**src/rtl/pctrace_pkg.sv**
```systemverilog
package pctrace_pkg;

   // Address kinds the block records; used for messages and elaboration checks.
   typedef enum logic [1:0] {
      SRC_FETCH  = 2'd0,
      SRC_DECODE = 2'd1,
      SRC_EXEC   = 2'd2
   } pctrace_src_e;

   // Width of an index able to address DEPTH entries (at least one bit).
   function automatic int idx_bits(input int depth);
      return (depth <= 2) ? 1 : $clog2(depth);
   endfunction

   // True when depth is a power of two, so natural counter overflow wraps.
   function automatic bit is_pow2(input int depth);
      return (depth > 0) && ((depth & (depth - 1)) == 0);
   endfunction

endpackage

```
**src/rtl/pctrace_index.sv**
```systemverilog
module pctrace_index
   import pctrace_pkg::*;
#(
   parameter int DEPTH = 5,
   parameter int IDX_W = idx_bits(DEPTH)
) (
   input  logic             clk,
   input  logic             rst_n,
   input  logic             load,
   input  logic [IDX_W-1:0] load_val,
   input  logic             step,
   output logic [IDX_W-1:0] base,
   output logic [IDX_W-1:0] idx
);

   localparam bit             POW2 = is_pow2(DEPTH);
   localparam logic [IDX_W-1:0] LAST = IDX_W'(DEPTH - 1);

   logic [IDX_W-1:0] nxt;

   // Index the step starts from: a load replaces the current value first.
   assign base = load ? load_val : idx;

   generate
      if (POW2) begin : g_wrap_nat
         assign nxt = base + 1'b1;
      end else begin : g_wrap_cmp
         assign nxt = (base == LAST) ? '0 : base + 1'b1;
      end
   endgenerate

   always_ff @(posedge clk or negedge rst_n) begin
      if (!rst_n) begin
         idx <= '0;
      end else if (step) begin
         idx <= nxt;
      end else if (load) begin
         idx <= load_val;
      end
   end

endmodule

```
**src/rtl/pctrace_capture.sv**
```systemverilog
module pctrace_capture #(
   parameter int W = 16
) (
   input  logic         clk,
   input  logic         rst_n,
   input  logic         en,
   input  logic [W-1:0] d,
   output logic [W-1:0] q
);

   always_ff @(posedge clk or negedge rst_n) begin
      if (!rst_n) begin
         q <= '0;
      end else if (en) begin
         q <= d;
      end
   end

endmodule

```
**src/rtl/pctrace_store.sv**
```systemverilog
module pctrace_store
   import pctrace_pkg::*;
#(
   parameter int W     = 16,
   parameter int DEPTH = 5,
   parameter int IDX_W = idx_bits(DEPTH)
) (
   input  logic             clk,
   input  logic             rst_n,
   input  logic             wr_en,
   input  logic [IDX_W-1:0] wr_idx,
   input  logic [W-1:0]     wr_data,
   input  logic             rd_en,
   input  logic [IDX_W-1:0] rd_idx,
   output logic [W-1:0]     rd_q
);

   logic [W-1:0] ent [DEPTH];
   logic [W-1:0] sel;

   generate
      for (genvar e = 0; e < DEPTH; e++) begin : g_ent
         always_ff @(posedge clk or negedge rst_n) begin
            if (!rst_n) begin
               ent[e] <= '0;
            end else if (wr_en && (wr_idx == IDX_W'(e))) begin
               ent[e] <= wr_data;
            end
         end
      end
   endgenerate

   always_comb begin
      sel = '0;
      for (int e = 0; e < DEPTH; e++) begin
         if (rd_idx == IDX_W'(e)) sel = ent[e];
      end
   end

   always_ff @(posedge clk or negedge rst_n) begin
      if (!rst_n) begin
         rd_q <= '0;
      end else if (rd_en) begin
         rd_q <= sel;
      end
   end

endmodule

```
**src/rtl/pctrace_history.sv**
```systemverilog
module pctrace_history
   import pctrace_pkg::*;
#(
   parameter int ADDR_W = 16,
   parameter int DEPTH  = 5
) (
   input  logic              clk,
   input  logic              rst_n,
   input  logic              dbg,
   input  logic [ADDR_W-1:0] pab,
   input  logic              fetch_stb,
   input  logic              decode_stb,
   input  logic              exec_stb,
   input  logic              hist_rd,
   output logic [ADDR_W-1:0] fetch_cap,
   output logic [ADDR_W-1:0] decode_cap,
   output logic [ADDR_W-1:0] hist_q
);

   localparam int IDX_W = idx_bits(DEPTH);

   generate
      if (DEPTH < 2) begin : g_bad_depth
         $error("pctrace_history: DEPTH must be at least 2");
      end
      if (ADDR_W < 1) begin : g_bad_width
         $error("pctrace_history: ADDR_W must be positive");
      end
   endgenerate

   logic             dbg_q;
   logic             dbg_rise;
   logic             run;
   logic [IDX_W-1:0] wr_ptr;
   logic [IDX_W-1:0] wr_base;
   logic [IDX_W-1:0] rd_ptr;
   logic [IDX_W-1:0] rd_base;

   always_ff @(posedge clk or negedge rst_n) begin
      if (!rst_n) dbg_q <= 1'b0;
      else        dbg_q <= dbg;
   end

   assign dbg_rise = dbg & ~dbg_q;
   assign run      = ~dbg;

   pctrace_capture #(.W(ADDR_W)) u_fetch (
      .clk (clk), .rst_n (rst_n), .en (run & fetch_stb),
      .d (pab), .q (fetch_cap)
   );

   pctrace_capture #(.W(ADDR_W)) u_decode (
      .clk (clk), .rst_n (rst_n), .en (run & decode_stb),
      .d (pab), .q (decode_cap)
   );

   pctrace_index #(.DEPTH(DEPTH), .IDX_W(IDX_W)) u_wr_idx (
      .clk (clk), .rst_n (rst_n), .load (1'b0), .load_val ('0),
      .step (run & exec_stb), .base (wr_base), .idx (wr_ptr)
   );

   pctrace_index #(.DEPTH(DEPTH), .IDX_W(IDX_W)) u_rd_idx (
      .clk (clk), .rst_n (rst_n), .load (dbg_rise), .load_val (wr_ptr),
      .step (hist_rd), .base (rd_base), .idx (rd_ptr)
   );

   pctrace_store #(.W(ADDR_W), .DEPTH(DEPTH), .IDX_W(IDX_W)) u_store (
      .clk (clk), .rst_n (rst_n),
      .wr_en (run & exec_stb), .wr_idx (wr_base), .wr_data (decode_cap),
      .rd_en (hist_rd), .rd_idx (rd_base), .rd_q (hist_q)
   );

endmodule

```
**config.mk**
```make
export PLATFORM = sky130hd
export DESIGN_NAME = pctrace_history
export DESIGN_NICKNAME = d
export VERILOG_FILES = /design/src/rtl/pctrace_pkg.sv /design/src/rtl/pctrace_index.sv /design/src/rtl/pctrace_capture.sv /design/src/rtl/pctrace_store.sv /design/src/rtl/pctrace_history.sv
export SDC_FILE = /design/constraint.sdc
export NUM_CORES = 1
export LEC_CHECK = 0
export BUFFER_PORTS_ARGS = -buffer_cell sky130_fd_sc_hd__buf_4
export CELL_PAD_IN_SITES_DETAIL_PLACEMENT = 2
export CELL_PAD_IN_SITES_GLOBAL_PLACEMENT = 2
export CORE_MARGIN = 2
export CORE_UTILIZATION = 44
export CTS_CLUSTER_SIZE = 16
export DETAILED_ROUTE_END_ITERATION = 8
export HOLD_SLACK_MARGIN = 0.05
export PLACE_DENSITY = 0.91
export SLEW_MARGIN = 20
export SYNTH_ARGS = -nofsm -noshare
export SYNTH_HDL_FRONTEND = slang
export SYNTH_SLANG_ARGS = --single-unit
export TNS_END_PERCENT = 5
```
**constraint.sdc**
```tcl
create_clock -name clk -period 4.3 [get_ports clk]
set_input_delay 0.43 -clock clk [delete_from_list [all_inputs] [get_ports clk]]
set_output_delay 0.43 -clock clk [all_outputs]
set_load 0.03 [all_outputs]
```
# Yosys cells after proc, flatten, opt, wreduce, memory -nomap -nowiden
# Cells that the tools add are included.
# W data, S select, Z words.
word_totals:
  reg_bits: 135
  wordCells: 43
classes:
  reduce_logical: 7
  n_eq_ne: 8
  n_mux: 9
  n_bitwise: 6
  n_addsub: 2
op_table:
  columns: ["operator", "count"]
  rows:
  - ["$mux W16", 5]
  - ["$eq A3 B2 Y1 const B", 4]
  - ["$mux W3", 4]
  - ["$add A3 B1 Y3 const B", 2]
  - ["$eq A3 B1 Y1 const B", 2]
  - ["$eq A3 B3 Y1 const B", 2]
  - ["$logic_not A3 Y1", 2]
  - ["$logic_and A1 B1 Y1", 5]
  - ["$and A1 B1 Y1", 4]
  - ["$not A1 Y1", 2]

# Logic depth before layout (Yosys ltp)
# Gate-level depths: netlist of the first run.
depth:
  word_depth: 9
  ltp_mapped: 10

# Modules after synthesis
# Synthesis of the first run repeated with hierarchy kept, for this count alone.
unflattened:
  hier_cells: 432
  area_unflattened_um2: 6038.3
by_module_without_submodules:
  columns: ["mod", "area_per_inst_um2", "cells_per_inst", "n_inst"]
  rows:
  - ["pctrace_store", 4301.6, 320, 1]
  - ["pctrace_capture", 649.4, 34, 2]
  - ["pctrace_index", 191.4, 19, 2]
  - ["pctrace_history", 55.1, 6, 1]

# Worst setup path before layout of the first run
# Ideal clock, no wire load.
synth_path:
  path_kind: "input port to flip-flop"
  startpoint: "input port dbg"
  endpoint: "register u_store.rd_q[0]"
  arrival_ps: 2160
  slack_ps: 1996
  stages: 10
  setup_time_ps: 144
  path_cell_list: "and3b_1 -> buf_6 -> a21oi_4 -> ha_1 -> clkinv_1 -> clkbuf_1 -> a221oi_1 -> o2bb2ai_2 -> a221oi_2 -> o22ai_2"
synth_between:
  elab_chain_cells: 8
  elab_cells_between_ends: 12
  classes_between: "4 x eq/ne; 6 x mux; 1 x bitwise; 1 x reduce/logical"
synth_rtl:
  columns: ["item", "line", "text"]
  rows:
  - ["start, declared", "pctrace_history.sv:9", "input logic dbg,"]
  - ["$and A1 B1 Y1 *", "pctrace_history.sv:44", "assign dbg_rise = dbg & ~dbg_q;"]
  - ["$mux W3 *", null, null]
  - ["$logic_not A3 Y1", "pctrace_store.sv:36", "if (rd_idx == IDX_W'(e)) sel = ent[e];"]
  - ["$mux W16 (4 in series)", "pctrace_store.sv:36", null]
  - ["$mux W16 *", "pctrace_store.sv:36", null]
  - ["end signal, assigned", "pctrace_store.sv:44", "rd_q <= sel;"]
  - ["end, declared", "pctrace_store.sv:15", "output logic [W-1:0] rd_q"]
# Every way passes the cells marked *; elsewhere a longest branch is shown, timed or not.
# A chain may end at the register's enable or synchronous reset.

# Worst setup path in the final report of the first run
layout_path:
  startpoint: "register dbg_q"
  endpoint: "register u_store.rd_q[4]"
layout_between:
  elab_chain_cells: 9
  elab_cells_between_ends: 13
  classes_between: "4 x eq/ne; 6 x mux; 2 x bitwise; 1 x reduce/logical"
layout_rtl:
  columns: ["item", "line", "text"]
  rows:
  - ["start, declared", "pctrace_history.sv:31", "logic dbg_q;"]
  - ["start signal, assigned", "pctrace_history.sv:41", "else dbg_q <= dbg;"]
  - ["$not A1 Y1 *", "pctrace_history.sv:44", null]
  - ["$and A1 B1 Y1 *", "pctrace_history.sv:44", null]
  - ["$mux W3 *", null, null]
  - ["$logic_not A3 Y1", "pctrace_store.sv:36", null]
  - ["$mux W16 (4 in series)", "pctrace_store.sv:36", null]
  - ["$mux W16 *", "pctrace_store.sv:36", null]
# Marks and branches as above.

==> results_dict.tcl, run 1 <==
set metrics [dict create \
    fillCellCount 1276 \
    postCtsSetupBuffers 0 \
    crit_chain "and3b_1, a21oi_4, ha_1, clkinv_1, a211oi_4, buf_4, o2bb2ai_1, a221oi_1, o22ai_1" \
    reg2reg_slack_ns 0.61 \
    synth_cells 475 \
    synth-simple-area-share_pct 3.34 \
    rsz0062_at_grt "false" \
    maxSlewHeadroom_pct 26.7 \
    io_pins 71 \
    rows 43 \
    via_per_inst 6.08 \
    rr_startpoint "dbg_q" \
    gp_congestion 0.785 \
    post-route-min-period_ns 3.69 \
    ant_nets 0 \
    status "finished, final reports clean" \
    grt_pass1_vias 5064 \
    die_y_um 123 \
    io_buffers 70 \
    worst_pin_slew_ns 1.10 \
    post-route-period-util_pct 85.9 \
    max_freq_ghz 0.271 \
    synth-xor-area-share_pct 0 \
    drc 0 \
    coreArea_um2 13900 \
    synth-edff-count 0 \
    synthesis.nets 505 \
    synth_top_area_share_pct 54.0 \
    start_util_pct 45.0 \
    yosysMostFrequentCell "dfrtp_1" \
    p_leak_nw 3.26 \
    skew_ns 0.00724 \
    yosysWarningCount 0 \
    synth_area_um2 6250 \
    synth.avg_cell_area_um2 13.2 \
    dp_hpwl_um 12000 \
    start_kind "register" \
    dr.pass1.iters 4 \
    layout.cells.non_filler 722 \
    hold_class "input port to async pin" \
    wl_per_cell_um 29.6 \
    met3_length_um 680 \
    n_antenna_cell 0 \
    ir_worst_vdd_uv 316 \
    ff2ff_path_depth 9 \
    syn_to_final_growth_pct 18.4 \
    insertion_delay_ns 0.43 \
    cp.arrival_ns 4.02 \
    dieArea_um2 15200 \
    hold_violations 0 \
    reg2reg_to "u_store.rd_q[4]" \
    clock_sinks 135 \
    met1_length_um 8660 \
    synth-seq-area-share_pct 54.0 \
    synth_fa_ha_area_share_pct 1.40 \
    muxShareOfSynthArea_pct 17.8 \
    clk_pin_slew_worst_paths_ns 0.06 \
    fin_setup_tns_ns 0 \
    crit_fanout 17 \
    cpLargestDelayFamily "compound AO/OA/AOI/OAI gates" \
    track_usage_pct 30.0 \
    synth_area_leader_cell "dfrtp_1" \
    timing.hold.ws_ns 0.143 \
    cts_buffer_depth 2 \
    fin_area_um2 7400 \
    cts_tree "yes" \
    setup-violations-final 0 \
    synth_flop_cell "dfrtp_1" \
    postPlaceCellArea_um2 6820 \
    nets 563 \
    wl_met2_um 11200 \
    synth-seq-cells 135 \
    antenna_found_initial 0 \
    crit_path_end_kind "register" \
    cts-resized-gates 0 \
    drive_above_1_share_pct 45.6 \
    wirelength_um 21400 \
    p_per_area_nw_per_um2 777 \
    dp.cells 694 \
    required_ns 4.63 \
    synth_top_family_by_area "multiplexers" \
    maxSlewViolCount 0 \
    critPathMaxStageDelay_ns 0.76 \
    ctsHtreeMaxLevel 4 \
    vias 4391 \
    ys_types 38 \
    slowest_stage "a211oi_4" \
    async_flop_share_pct 100 \
    synth_compound_area_share_pct 17.6 \
    top_layer "met4" \
    setup.worst_path.class "register to register" \
    yosys-top-cells-count "dfrtp_1 (135), mux2_2 (96), inv_1 (39)" \
    drtIter0Drc 215 \
    postCtsHoldBufs 0 \
    die_w_um 123 \
    maxCapViolations 0 \
    root_buffer "clkbuf_16" \
    grt_pass1_wl_um 32400 \
    overflow 0 \
    grt_max_degree 111 \
    critPathBufInv 2 \
    cts_made_buffers 17 \
    synth.area.top_cells "dfrtp_1 (54%), mux2_2 (17%), a221oi_1 (3.1%), o21ai_0 (2.6%), a221oi_2 (2.4%)" \
]
[cell families after synthesis]
logic type / after synthesis
muxes: 99
adders and majority gates: 7
AOI/OAI and AO/OA: 122
and+or+nand+nor: 37
buffers and inverters: 75
DFF: 135
[metrics by stage]
step                      power, mW  utilization, %  setup WS, ns
final                          5.75            53.3         0.607
after floorplan                3.47               -          2.00
after global routing           5.98            53.3         0.355
after CTS                      5.75            53.2         0.620
after global placement         3.90            49.2          1.13
after detailed placement       4.15            49.2         0.766
[layer usage]
layer,global-route usage [%],up-vias
li1,-,1831
met1,36.8,2387
met2,51.0,125
met3,5.35,48
met4,14.8,0
met5,0,-
[placed cells by master (no fill, tap or decap), types with 3 or more instances in the layout]
cell type  netlist  routed
a21oi_1          6       6
a21oi_2         10      10
a221oi_1        22      22
a221oi_2        10      10
buf_4            1      73
clkbuf_1        12       3
clkbuf_16        0      17
clkbuf_8         0       4
dfrtp_1        135     135
ha_1             7       7
inv_1           39      39
mux2_2          96      96
nand2_1         20      20
o21ai_0         32      32
o22ai_1          8       8
o22ai_2         10      10
o2bb2ai_1        6       6
o2bb2ai_2       10      10
[flip-flops by register name, summed over array words and instances, names as in the netlist]
| name | cells |
|---|---|
| u_wr_idx.idx | 3 |
| u_store.ent | 80 |
| u_decode.q | 16 |
| u_fetch.q | 16 |
| u_rd_idx.idx | 3 |
| dbg_q | 1 |
| u_store.rd_q | 16 |
[power by group]
group          switching (mW)  internal [mW]  leakage (nW)
clock network           0.552          0.900         0.278
logic                    1.22          0.854          1.34
registers               0.455           1.77          1.64
total                    2.22           3.53          3.26
[layout make-up]
| cell class | count | area [um2] | share of cell area, % |
|---|---|---|---|
| Sequential cell | 135 | 3380 | 45.7 |
| Multi-Input combinational cell | 265 | 2520 | 34.1 |
| Timing Repair Buffer | 74 | 559 | 7.56 |
| Clock buffer | 24 | 492 | 6.65 |
| Tap cell | 180 | 225 | 3.04 |
| Inverter | 40 | 150 | 2.03 |
| Clock inverter | 4 | 70.1 | 0.947 |
[how the worst max path moves through the flow]
| stage | from | end | slack (ns) | cells past startpoint |
|---|---|---|---|---|
| after floorplan | dbg | u_store.rd_q[0] | 2.00 | 10 |
| after global placement | dbg | u_store.rd_q[4] | 1.13 | 10 |
| after detailed placement | dbg | u_store.rd_q[4] | 0.77 | 10 |
| after CTS | dbg_q | u_store.rd_q[4] | 0.62 | 9 |
| after global routing | dbg_q | u_store.rd_q[4] | 0.36 | 9 |
| final | dbg_q | u_store.rd_q[4] | 0.61 | 9 |
No activity file was read; power rests on OpenSTA's default activity.
==> run 2: changes to the inputs <==
--- a/config.mk
+++ b/config.mk
@@ -5,15 +5,15 @@
 export SDC_FILE = /design/constraint.sdc
 export NUM_CORES = 1
 export LEC_CHECK = 0
+export ABC_AREA = 1
 export BUFFER_PORTS_ARGS = -buffer_cell sky130_fd_sc_hd__buf_4
 export CELL_PAD_IN_SITES_DETAIL_PLACEMENT = 2
 export CELL_PAD_IN_SITES_GLOBAL_PLACEMENT = 2
 export CORE_MARGIN = 2
-export CORE_UTILIZATION = 44
+export CORE_UTILIZATION = 37
 export CTS_CLUSTER_SIZE = 16
 export DETAILED_ROUTE_END_ITERATION = 8
-export HOLD_SLACK_MARGIN = 0.05
-export PLACE_DENSITY = 0.91
+export PLACE_DENSITY = 0.9
 export SLEW_MARGIN = 20
 export SYNTH_ARGS = -nofsm -noshare
 export SYNTH_HDL_FRONTEND = slang
==> run 2 against run 1 <==
Net effect: hold slack got worse by 0.025 ns; die area increased by 18%; sequential power decreased by 5%; clock power increased by 7%; via count increased by 30%; register-to-register slack improved by 0.76 ns.
==> results_dict.tcl, run 2 <==
set metrics [dict create \
    synth-seq-area-share_pct 54.0 \
    cts_tree "yes" \
    async_flop_share_pct 100 \
    setup.worst_path.class "register to register" \
    gr-usage-met3_pct 6.80 \
    gp_congestion 0.800 \
    p_per_area_nw_per_um2 752 \
    p_leak_nw 3.99 \
    synth.area.top_cells "dfrtp_1 (54%), nand2_1 (16%), o21ai_0 (9.2%), inv_1 (5.0%), nor2_1 (4.9%)" \
    ir_worst_vdd_uv 374 \
    use_met1_pct 33.3 \
    nets 870 \
    skew_ns 0.0159 \
    yosysMostFrequentCell "nand2_1" \
    root_buffer "clkbuf_16" \
    fin_util_pct 45.2 \
    maxSlewHeadroom_pct 32.0 \
    hold_class "input port to async pin" \
    clk_pin_slew_worst_paths_ns 0.06 \
    via_per_inst 5.33 \
    drtIter0Drc 271 \
    top_register "u_store.ent" \
    drc 0 \
    layout_common_cells "nand2_1 (263), dfrtp_1 (135), o21ai_0 (115), inv_1 (84), nor2_1 (82)" \
    cts-resized-gates 0 \
    synth.avg_cell_area_um2 7.92 \
    coreArea_um2 16600 \
    yosysWarningCount 0 \
    synth_area_leader_cell "dfrtp_1" \
    synth_flop_cell "dfrtp_1" \
    largest_register_ffs 80 \
    postCtsSetupBuffers 0 \
    maxSlewViolCount 0 \
    timing.hold.ws_ns 0.118 \
    layout_commonest_cell "nand2_1" \
    n_antenna_cell 0 \
    start_util_pct 37.7 \
    wl_per_cell_um 22.9 \
    maxCapViolations 0 \
    grt_use_met2_pct 52.1 \
    antenna_found_initial 0 \
    synthesis.nets 820 \
    ys_types 24 \
    drive_above_1_share_pct 14.5 \
    die_w_um 134 \
    vias 5721 \
    syn_to_final_growth_pct 19.7 \
    dr.pass1.iters 5 \
    io_buffers 70 \
    fin_area_um2 7490 \
    start_kind "register" \
    hold_violations 0 \
    fin_setup_tns_ns 0 \
    setup-violations-final 0 \
    dieArea_um2 18000 \
    synth-edff-count 0 \
    postCtsHoldBufs 0 \
    insertion_delay_ns 0.45 \
    dp_hpwl_um 13400 \
    grt_pass1_vias 6831 \
    post-route-min-period_ns 2.93 \
    worst_pin_slew_ns 1.02 \
    synth_top_area_share_pct 54.0 \
    track_usage_pct 29.2 \
    grt_max_degree 106 \
    grt_pass1_wl_um 39300 \
    rr_startpoint "dbg_q" \
    cts_buffer_depth 2 \
    clock_sinks 135 \
    status "finished, final reports clean" \
    die_y_um 134 \
    grt.busiest_layer "met2" \
    startpoint "dbg_q" \
    crit_path_end_kind "register" \
    yosys-top-cells-count "nand2_1 (265), dfrtp_1 (135), o21ai_0 (115)" \
    io_pins 71 \
    wirelength_um 24600 \
    synth_area_um2 6260 \
    postPlaceCellArea_um2 6860 \
    ant_nets 0 \
    max_freq_ghz 0.341 \
    rows 47 \
    required_ns 4.67 \
    synth_cells 790 \
    post-route-period-util_pct 68.1 \
    synth-seq-cells 135 \
    cts_made_buffers 17 \
    crit_fanout 22 \
    cp.arrival_ns 3.30 \
    rsz0062_at_grt "false" \
    ctsHtreeMaxLevel 4 \
    overflow 0 \
]
[run 2: cell types whose count changed after synthesis, moves of 7 or more]
cell	delta
a221oi_1	-22
nand3_1	+21
o2bb2ai_2	-10
o21ai_0	+83
o22ai_1	-7
nor2_1	+80
nand2_1	+245
mux2_2	-96
a21oi_2	-10
nand4_1	+16
o22ai_2	-10
inv_1	+45
a221oi_2	-10
[run 2: worst paths after layout]
check                             endpoint  slack, ns  depth (start not counted)
max in group asynchronous  u_store.ent[53]       3.08                          2
min                        u_wr_idx.idx[2]       0.12                          1
max                        u_store.rd_q[0]       1.37                         13
min reg2reg                u_store.rd_q[6]       0.48                          2
min in group clk                     dbg_q       0.17                          1
max reg2reg                u_store.rd_q[0]       1.37                         13
[run 2: cell type report]
type	count	area (um2)
inverter	92	352
timing repair buffer	73	552
tap	220	275
clock buffer	20	467
clock inverter	12	150
sequential	135	3380
fill	1877	9090
multi-input combinational	521	2310
[run 2: critical path, cell delays in order (launching register included)]
cell,delay (ns)
dfrtp_1,0.36
inv_1,0.15
nand2_2,0.09
nand2_1,0.09
nand2_2,0.32
nor2_1,0.23
ha_1,0.62
buf_4,0.38
nand2_1,0.10
nand2_1,0.11
clkinv_1,0.13
nand2_1,0.10
nand2_1,0.07
nand2_1,0.08
[run 2: logic make-up (layout without fill, tap and decap cells)]
group                    after synthesis  count (layout)  synth area share, %
AO/OA/AOI/OAI                        118             118                 9.50
adder cells (fa/ha/maj)                7               7                 1.40
buffers and inverters                134             197                 9.28
AND/OR/NAND/NOR                      396             396                 25.8
flip-flops                           135             135                 54.0
[run 2: layer usage]
layer / vias to the layer above / wire [um]
li1: 2547 / -
met1: 2945 / 9720
met2: 153 / 12900
met3: 76 / 1050
met4: 0 / 932
met5: - / 0
[run 2: stage by stage]
step	instances	setup slack (ns)	total power [mW]
5_1_grt	1073	1.19	5.95
6_report	1073	1.37	5.63
3_3_place_gp	1041	1.57	3.69
2_1_floorplan	790	2.38	3.22
3_5_place_dp	1041	1.40	3.88
4_1_cts	1073	1.20	5.66
[run 2: power breakdown]
part	switching [mW]	total [mW]	internal (mW)
clock network	0.599	1.55	0.954
registers	0.369	2.12	1.75
logic	1.38	1.95	0.571
total	2.35	5.63	3.28
